**config.mk**
```make
export PLATFORM = sky130hd
export DESIGN_NAME = twi_reg_slave
export DESIGN_NICKNAME = d
export VERILOG_FILES = /design/src/rtl/twi_reg_pkg.sv /design/src/rtl/twi_line_cond.sv /design/src/rtl/twi_proto_fsm.sv /design/src/rtl/twi_word_ctrl.sv /design/src/rtl/twi_reg_slave.sv
export SDC_FILE = /design/constraint.sdc
export NUM_CORES = 1
export LEC_CHECK = 0
export ABC_CLOCK_PERIOD_IN_PS = 3420
export BUFFER_PORTS_ARGS = -buffer_cell sky130_fd_sc_hd__buf_2
export CAP_MARGIN = 20
export CORE_MARGIN = 2
export CORE_UTILIZATION = 45
export CTS_BUF_LIST = sky130_fd_sc_hd__clkbuf_8
export CTS_CLUSTER_SIZE = 25
export DETAILED_ROUTE_END_ITERATION = 16
export PLACE_DENSITY_LB_ADDON = 0.2
export SLEW_MARGIN = 20
export SYNTH_ARGS = -nofsm -noshare
export SYNTH_HDL_FRONTEND = slang
export SYNTH_SLANG_ARGS = --single-unit
export TNS_END_PERCENT = 20
```
**constraint.sdc**
```tcl
create_clock -name clk -period 3.42 [get_ports clk]
set_clock_uncertainty 0.05 [all_clocks]
set_input_delay 0.684 -clock clk [delete_from_list [all_inputs] [get_ports clk]]
set_output_delay 0.684 -clock clk [all_outputs]
set_load 0.01 [all_outputs]
```
**src/rtl/twi_reg_pkg.sv**
```systemverilog
// Shared constants and the protocol state encoding for the two-wire register slave.
package twi_reg_pkg;
    localparam int BYTE_W   = 8;
    localparam int WORD_W   = 2 * BYTE_W;
    localparam int BITCNT_W = $clog2(BYTE_W + 1);

    typedef enum logic [3:0] {
        ST_IDLE,
        ST_DEV,
        ST_DEV_ACK,
        ST_REG,
        ST_REG_ACK,
        ST_WDAT,
        ST_WDAT_ACK,
        ST_RDAT,
        ST_MACK,
        ST_SKIP
    } proto_st_t;
endpackage

```
**src/rtl/twi_line_cond.sv**
```systemverilog
// Line conditioner: synchronises SCL and SDA into the system clock domain and
// derives SCL edges plus start/stop conditions.
// Assumes SCL high and low phases each span several system clocks.
module twi_line_cond #(
    parameter int SYNC_STAGES = 2
) (
    input  logic clk,
    input  logic rst_n,
    input  logic scl_i,
    input  logic sda_i,
    output logic scl_s,
    output logic sda_s,
    output logic scl_rise,
    output logic scl_fall,
    output logic start_det,
    output logic stop_det
);
    logic [SYNC_STAGES-1:0] scl_pipe;
    logic [SYNC_STAGES-1:0] sda_pipe;
    logic                   scl_d;
    logic                   sda_d;

    for (genvar i = 0; i < SYNC_STAGES; i++) begin : g_stage
        if (i == 0) begin : g_first
            // First synchroniser flop, idles high like the bus
            always_ff @(posedge clk) begin
                if (!rst_n) begin
                    scl_pipe[0] <= 1'b1;
                    sda_pipe[0] <= 1'b1;
                end else begin
                    scl_pipe[0] <= scl_i;
                    sda_pipe[0] <= sda_i;
                end
            end
        end else begin : g_next
            // Later synchroniser flops
            always_ff @(posedge clk) begin
                if (!rst_n) begin
                    scl_pipe[i] <= 1'b1;
                    sda_pipe[i] <= 1'b1;
                end else begin
                    scl_pipe[i] <= scl_pipe[i-1];
                    sda_pipe[i] <= sda_pipe[i-1];
                end
            end
        end
    end

    assign scl_s = scl_pipe[SYNC_STAGES-1];
    assign sda_s = sda_pipe[SYNC_STAGES-1];

    // Previous-sample registers for edge detection
    always_ff @(posedge clk) begin
        if (!rst_n) begin
            scl_d <= 1'b1;
            sda_d <= 1'b1;
        end else begin
            scl_d <= scl_s;
            sda_d <= sda_s;
        end
    end

    assign scl_rise  = scl_s & ~scl_d;
    assign scl_fall  = ~scl_s & scl_d;
    assign start_det = scl_s & scl_d & sda_d & ~sda_s;
    assign stop_det  = scl_s & scl_d & ~sda_d & sda_s;
endmodule

```
**src/rtl/twi_proto_fsm.sv**
```systemverilog
// Bus protocol engine: frames bytes, matches the device address, drives the
// acknowledge and read-data bits, and emits one-cycle byte events to the
// word controller. Assumes tx_byte is valid combinationally when requested.
module twi_proto_fsm
    import twi_reg_pkg::*;
#(
    parameter logic [6:0] DEV_ADDR = 7'h5D
) (
    input  logic              clk,
    input  logic              rst_n,
    input  logic              scl_rise,
    input  logic              scl_fall,
    input  logic              start_det,
    input  logic              stop_det,
    input  logic              sda_s,
    input  logic [BYTE_W-1:0] tx_byte,
    output logic              sda_oe,
    output logic              addr_ld,
    output logic              wr_byte,
    output logic              rd_adv,
    output logic [BYTE_W-1:0] rx_byte
);
    localparam logic [BITCNT_W-1:0] LAST_BIT = BITCNT_W'(BYTE_W - 1);

    proto_st_t             st;
    logic [BITCNT_W-1:0]   cnt;
    logic [BYTE_W-1:0]     sr;
    logic                  full;
    logic                  rw;
    logic                  nack;

    assign rx_byte = sr;

    // Protocol sequencing; start and stop override every state
    always_ff @(posedge clk) begin
        if (!rst_n) begin
            st      <= ST_IDLE;
            cnt     <= '0;
            sr      <= '0;
            full    <= 1'b0;
            rw      <= 1'b0;
            nack    <= 1'b0;
            sda_oe  <= 1'b0;
            addr_ld <= 1'b0;
            wr_byte <= 1'b0;
            rd_adv  <= 1'b0;
        end else begin
            addr_ld <= 1'b0;
            wr_byte <= 1'b0;
            rd_adv  <= 1'b0;
            if (start_det) begin
                st     <= ST_DEV;
                cnt    <= '0;
                full   <= 1'b0;
                sda_oe <= 1'b0;
            end else if (stop_det) begin
                st     <= ST_IDLE;
                cnt    <= '0;
                full   <= 1'b0;
                sda_oe <= 1'b0;
            end else begin
                case (st)
                    ST_DEV, ST_REG, ST_WDAT: begin
                        if (scl_rise && !full) begin
                            sr  <= {sr[BYTE_W-2:0], sda_s};
                            cnt <= cnt + 1'b1;
                            if (cnt == LAST_BIT) full <= 1'b1;
                        end else if (scl_fall && full) begin
                            full <= 1'b0;
                            cnt  <= '0;
                            if (st == ST_DEV) begin
                                if (sr[BYTE_W-1:1] == DEV_ADDR) begin
                                    rw     <= sr[0];
                                    sda_oe <= 1'b1;
                                    st     <= ST_DEV_ACK;
                                end else begin
                                    st <= ST_SKIP;
                                end
                            end else if (st == ST_REG) begin
                                addr_ld <= 1'b1;
                                sda_oe  <= 1'b1;
                                st      <= ST_REG_ACK;
                            end else begin
                                wr_byte <= 1'b1;
                                sda_oe  <= 1'b1;
                                st      <= ST_WDAT_ACK;
                            end
                        end
                    end
                    ST_DEV_ACK: begin
                        if (scl_fall) begin
                            if (rw) begin
                                sr     <= tx_byte;
                                sda_oe <= ~tx_byte[BYTE_W-1];
                                rd_adv <= 1'b1;
                                cnt    <= '0;
                                st     <= ST_RDAT;
                            end else begin
                                sda_oe <= 1'b0;
                                st     <= ST_REG;
                            end
                        end
                    end
                    ST_REG_ACK, ST_WDAT_ACK: begin
                        if (scl_fall) begin
                            sda_oe <= 1'b0;
                            st     <= ST_WDAT;
                        end
                    end
                    ST_RDAT: begin
                        if (scl_rise && !full) begin
                            cnt <= cnt + 1'b1;
                            if (cnt == LAST_BIT) full <= 1'b1;
                        end else if (scl_fall) begin
                            if (full) begin
                                full   <= 1'b0;
                                sda_oe <= 1'b0;
                                st     <= ST_MACK;
                            end else begin
                                sr     <= {sr[BYTE_W-2:0], 1'b0};
                                sda_oe <= ~sr[BYTE_W-2];
                            end
                        end
                    end
                    ST_MACK: begin
                        if (scl_rise) begin
                            nack <= sda_s;
                        end else if (scl_fall) begin
                            if (nack) begin
                                st <= ST_IDLE;
                            end else begin
                                sr     <= tx_byte;
                                sda_oe <= ~tx_byte[BYTE_W-1];
                                rd_adv <= 1'b1;
                                cnt    <= '0;
                                st     <= ST_RDAT;
                            end
                        end
                    end
                    default: begin
                        sda_oe <= 1'b0;
                    end
                endcase
            end
        end
    end
endmodule

```
**src/rtl/twi_word_ctrl.sv**
```systemverilog
// Word controller: owns the register pointer, the byte phase, the pending
// upper byte for deferred writes and the lower-byte read staging. Turns byte
// events into register-port traffic. Assumes events arrive one per cycle at most.
module twi_word_ctrl
    import twi_reg_pkg::*;
#(
    parameter logic [BYTE_W-1:0] LOWB_ADDR = 8'h80
) (
    input  logic              clk,
    input  logic              rst_n,
    input  logic              sess_start,
    input  logic              addr_ld,
    input  logic              wr_byte,
    input  logic              rd_adv,
    input  logic [BYTE_W-1:0] rx_byte,
    input  logic [WORD_W-1:0] reg_rd_data,
    output logic [BYTE_W-1:0] tx_byte,
    output logic [BYTE_W-1:0] reg_rd_addr,
    output logic              reg_wr_en,
    output logic [BYTE_W-1:0] reg_wr_addr,
    output logic [WORD_W-1:0] reg_wr_data
);
    logic [BYTE_W-1:0] ptr;
    logic              lo_phase;
    logic [BYTE_W-1:0] hold_hi;
    logic [BYTE_W-1:0] hold_addr;
    logic              hold_vld;
    logic [BYTE_W-1:0] stage_lo;
    logic              at_lowb;

    assign at_lowb     = (ptr == LOWB_ADDR);
    assign reg_rd_addr = ptr;
    assign tx_byte     = (at_lowb || lo_phase) ? stage_lo : reg_rd_data[WORD_W-1:BYTE_W];

    // Pointer, phase, pending-word and staging updates
    always_ff @(posedge clk) begin
        if (!rst_n) begin
            ptr         <= '0;
            lo_phase    <= 1'b0;
            hold_hi     <= '0;
            hold_addr   <= '0;
            hold_vld    <= 1'b0;
            stage_lo    <= '0;
            reg_wr_en   <= 1'b0;
            reg_wr_addr <= '0;
            reg_wr_data <= '0;
        end else begin
            reg_wr_en <= 1'b0;
            if (sess_start) lo_phase <= 1'b0;
            if (addr_ld) begin
                ptr      <= rx_byte;
                lo_phase <= 1'b0;
            end else if (wr_byte) begin
                if (at_lowb) begin
                    if (hold_vld) begin
                        reg_wr_en   <= 1'b1;
                        reg_wr_addr <= hold_addr;
                        reg_wr_data <= {hold_hi, rx_byte};
                        hold_vld    <= 1'b0;
                    end
                end else if (!lo_phase) begin
                    hold_hi   <= rx_byte;
                    hold_addr <= ptr;
                    hold_vld  <= 1'b1;
                    lo_phase  <= 1'b1;
                end else begin
                    reg_wr_en   <= 1'b1;
                    reg_wr_addr <= ptr;
                    reg_wr_data <= {hold_hi, rx_byte};
                    hold_vld    <= 1'b0;
                    lo_phase    <= 1'b0;
                    ptr         <= ptr + 1'b1;
                end
            end else if (rd_adv && !at_lowb) begin
                if (!lo_phase) begin
                    stage_lo <= reg_rd_data[BYTE_W-1:0];
                    lo_phase <= 1'b1;
                end else begin
                    lo_phase <= 1'b0;
                    ptr      <= ptr + 1'b1;
                end
            end
        end
    end
endmodule

```
**src/rtl/twi_reg_slave.sv**
```systemverilog
// Top level: two-wire serial slave giving word access to an external 16-bit
// register bank. Assumes the system clock oversamples SCL by a wide margin
// and that the pad drives SDA low whenever sda_oe is high.
module twi_reg_slave
    import twi_reg_pkg::*;
#(
    parameter logic [6:0]        DEV_ADDR    = 7'h5D,
    parameter logic [BYTE_W-1:0] LOWB_ADDR   = 8'h80,
    parameter int                SYNC_STAGES = 2
) (
    input  logic              clk,
    input  logic              rst_n,
    input  logic              scl_i,
    input  logic              sda_i,
    output logic              sda_oe,
    output logic [BYTE_W-1:0] reg_rd_addr,
    input  logic [WORD_W-1:0] reg_rd_data,
    output logic              reg_wr_en,
    output logic [BYTE_W-1:0] reg_wr_addr,
    output logic [WORD_W-1:0] reg_wr_data
);
    logic              scl_sync;
    logic              sda_sync;
    logic              scl_rise;
    logic              scl_fall;
    logic              start_det;
    logic              stop_det;
    logic              addr_ld;
    logic              wr_byte;
    logic              rd_adv;
    logic [BYTE_W-1:0] rx_byte;
    logic [BYTE_W-1:0] tx_byte;

    twi_line_cond #(.SYNC_STAGES(SYNC_STAGES)) u_line (
        .clk       (clk),
        .rst_n     (rst_n),
        .scl_i     (scl_i),
        .sda_i     (sda_i),
        .scl_s     (scl_sync),
        .sda_s     (sda_sync),
        .scl_rise  (scl_rise),
        .scl_fall  (scl_fall),
        .start_det (start_det),
        .stop_det  (stop_det)
    );

    twi_proto_fsm #(.DEV_ADDR(DEV_ADDR)) u_proto (
        .clk       (clk),
        .rst_n     (rst_n),
        .scl_rise  (scl_rise),
        .scl_fall  (scl_fall),
        .start_det (start_det),
        .stop_det  (stop_det),
        .sda_s     (sda_sync),
        .tx_byte   (tx_byte),
        .sda_oe    (sda_oe),
        .addr_ld   (addr_ld),
        .wr_byte   (wr_byte),
        .rd_adv    (rd_adv),
        .rx_byte   (rx_byte)
    );

    twi_word_ctrl #(.LOWB_ADDR(LOWB_ADDR)) u_word (
        .clk         (clk),
        .rst_n       (rst_n),
        .sess_start  (start_det),
        .addr_ld     (addr_ld),
        .wr_byte     (wr_byte),
        .rd_adv      (rd_adv),
        .rx_byte     (rx_byte),
        .reg_rd_data (reg_rd_data),
        .tx_byte     (tx_byte),
        .reg_rd_addr (reg_rd_addr),
        .reg_wr_en   (reg_wr_en),
        .reg_wr_addr (reg_wr_addr),
        .reg_wr_data (reg_wr_data)
    );
endmodule

```
==> flow_metrics.tcl <==
set metrics [dict create \
    status "complete, no violations" \
    overflow 0 \
    worstSetupPathType "reg -> reg" \
    cap_violations 0 \
    syn_nets 483 \
    setup_viol 0 \
    stdcell_count 612 \
    grt_use_total 0.199 \
    route.met3.wl_um 372 \
    final_hold_viol_count 0 \
    clk_latency_ns 0.36 \
    die_w_um 99.4 \
    yosysTopAreaCellShare 0.430 \
    min_period_ns 2.48 \
    synth.lib_cells_used.distinct 56 \
    routed_wl_mm 9.53 \
    drt_first_pass_iters 4 \
    fin_util 0.525 \
    dp.cells 596 \
    min-delay-path-class "reg -> reg" \
    htreeDepth 3 \
    drc_errors 0 \
    port_buffers 53 \
    grt_max_degree 57 \
    drive_above_1_share 0.183 \
    fillers 832 \
    worstMarginPinSlew_ns 0.608 \
    fin_ws_ns 0.936 \
    seq_area_frac_synth 0.430 \
    synth-async-reset-ratio 0 \
    vias_per_cell 5.56 \
    die-height_um 99.4 \
    rsz0062_at_grt "false" \
    synth_warnings 0 \
    core_area_mm2 0.00876 \
    wl_met1_mm 4.74 \
    max_stage_delay_ns 0.51 \
    gp_congestion 0.807 \
    critPathArrivalTime_ns 2.68 \
    cts.sinks 88 \
    post-cts-setup-buffers 0 \
    r2r_start "u_word.reg_rd_addr[1]" \
    wl_per_cell_um 15.6 \
    period_share 0.726 \
    place_area_mm2 0.00440 \
    endpoint_kind "flip-flop" \
    dp_hpwl_mm 6.55 \
    r2r_slack_ns 0.94 \
    reg2regPathDepth 8 \
    p_total_mw 1.83 \
    vias 3404 \
    route.met2.wl_mm 4.29 \
    slowest_stage "nor2_1" \
    synthFlopType "dfxtp_1" \
    cts_buffers 9 \
    power.leakage_nw 1.75 \
    clock_path_buffers 2 \
    layout.nets 522 \
    timing.rr.end "u_proto.sda_oe" \
    critical_path_buf_inv_count 2 \
    ys_ff_latch 88 \
    synth_edf_count 0 \
    crit_chain "inv_1 -> ha_1 -> or4bb_1 -> nor2_1 -> buf_4 -> o21ai_0 -> a32oi_1 -> a211oi_1" \
    drv_slew 0 \
    yosys.area.top_type "dfxtp_1" \
    grt_pass1_wl_mm 15.9 \
    start_kind "flip-flop" \
    top_layer "met4" \
    required_ns 3.61 \
    relSlewSlack 0.594 \
    ctsHoldBuffers 0 \
    cts_tree "done" \
    drtAntennaViolNets 0 \
    hold_ws_ns 0.368 \
    crit_fanout 12 \
    initial_core_util 0.468 \
    critPathTopFamily "simple AND/OR/NAND/NOR gates" \
    dr.first_iter.drc_count 148 \
    synthCells 460 \
    max_freq_ghz 0.403 \
    place_ws_ns 0.908 \
    synth.top_cells.by_area "dfxtp_1 (43%), mux2i_1 (12%), nor2_1 (5.9%), o21ai_0 (4.3%), a21oi_1 (3.3%)" \
    netlist_area_mm2 0.00410 \
    critPathLaunch "u_word.reg_rd_addr[1]" \
    tns_ns 0 \
    cts_root_buf "clkbuf_8" \
    synthToLayoutAreaGrowth_pct 12.3 \
    ios 54 \
    placementRows 34 \
    syn_area_per_cell_um2 8.91 \
    endpoint "u_proto.sda_oe" \
    dieArea_mm2 0.00989 \
    cts_resized 0 \
    design_area_mm2 0.00460 \
    clk_pin_slew_ns 0.10 \
    antenna_found_initial 0 \
    n_antenna_cell 0 \
    powerDensity_mw_per_mm2 396 \
    peakVddDrop_mv 0.256 \
    cp.depth 8 \
    grt_pass1_vias 3209 \
]
-- area by class of cell --
| type | count | area (um^2) | share of cell area |
|---|---|---|---|
| clock buffers | 9 | 124 | 0.0269 |
| inverters | 6 | 22.5 | 0.00489 |
| multi-input cells | 334 | 2170 | 0.471 |
| well taps | 108 | 135 | 0.0294 |
| flip-flops and latches | 88 | 1760 | 0.383 |
| repair buffers | 60 | 318 | 0.0690 |
| clock inverters | 7 | 75.1 | 0.0163 |
-- kinds of logic (layout without fill, tap and decap cells) --
family	after synthesis	in the layout	synth area share
buf+inv	38	82	0.0455
flops	88	88	0.430
xor+xnor	9	9	0.0192
mux	51	51	0.125
fa+ha+maj	3	3	0.00916
simple gates	156	156	0.190
compound gates	115	115	0.181
-- registers in the layout (all words and copies together), names as in the netlist, 4 cells and up --
name	flops
u_word.reg_wr_data	16
u_word.reg_wr_addr	8
u_proto.st	4
u_word.hold_hi	8
u_word.hold_addr	8
u_word.stage_lo	8
u_proto.rx_byte	8
u_proto.cnt	4
u_word.reg_rd_addr	8
-- worst min path at each step --
| stage | startpoint | end | slack [ns] | cells after the start |
|---|---|---|---|---|
| global route | u_line.sda_pipe[0] | u_line.sda_s | 0.40 | 1 |
| CTS | u_line.scl_pipe[0] | u_line.scl_s | 0.37 | 1 |
| detailed placement | u_line.scl_pipe[0] | u_line.scl_s | 0.35 | 1 |
| floorplan | u_line.scl_pipe[0] | u_line.scl_s | 0.34 | 1 |
| finish | u_line.scl_pipe[0] | u_line.scl_s | 0.37 | 1 |
| global placement | u_line.scl_pipe[0] | u_line.scl_s | 0.34 | 1 |
-- cell usage after synthesis (all sizes together), types with 3 or more instances --
master	n
dfxtp	88
nor2	64
mux2i	51
o21ai	35
a21oi	27
nand2	24
buf	18
a211oi	14
clkbuf	14
nand2b	11
nand3	10
a31o	7
inv	6
nor3	6
and3	5
nor2b	5
o311ai	5
xor2	5
and2	4
nand4	4
nand4b	4
o21a	4
xnor2	4
ha	3
nand3b	3
or2	3
or3	3
-- per-layer routing --
metal | GRT usage | vias up
met2 | 0.306 | 67
met3 | 0.0351 | 12
met1 | 0.282 | 1593
met5 | 0 | -
li1 | - | 1732
met4 | 0.0727 | 0
-- power by group --
group          switching [mW]  internal [mW]  leakage, nW  total [mW]
combinational          0.0463         0.0301        0.942      0.0765
clock                   0.423          0.288       0.0981       0.711
sequential            0.00835           1.03        0.710        1.04
total                   0.478           1.35         1.75        1.83
-- cell usage in the layout, fill, tap and decap left out, types with 5 or more instances in the layout --
| cell type | Yosys | layout |
|---|---|---|
| dfxtp_1 | 88 | 88 |
| nor2_1 | 64 | 64 |
| buf_2 | 14 | 53 |
| mux2i_1 | 51 | 51 |
| o21ai_0 | 35 | 35 |
| a21oi_1 | 27 | 26 |
| nand2_1 | 24 | 24 |
| a211oi_1 | 14 | 14 |
| nand2b_1 | 11 | 11 |
| nand3_1 | 10 | 10 |
| clkbuf_8 | 0 | 9 |
| a31o_2 | 7 | 7 |
| buf_4 | 1 | 7 |
| inv_1 | 6 | 6 |
| nor2b_1 | 5 | 5 |
| and3_1 | 5 | 5 |
| nor3_1 | 6 | 5 |
| xor2_1 | 5 | 5 |
Power figures use the tool's default switching activity.
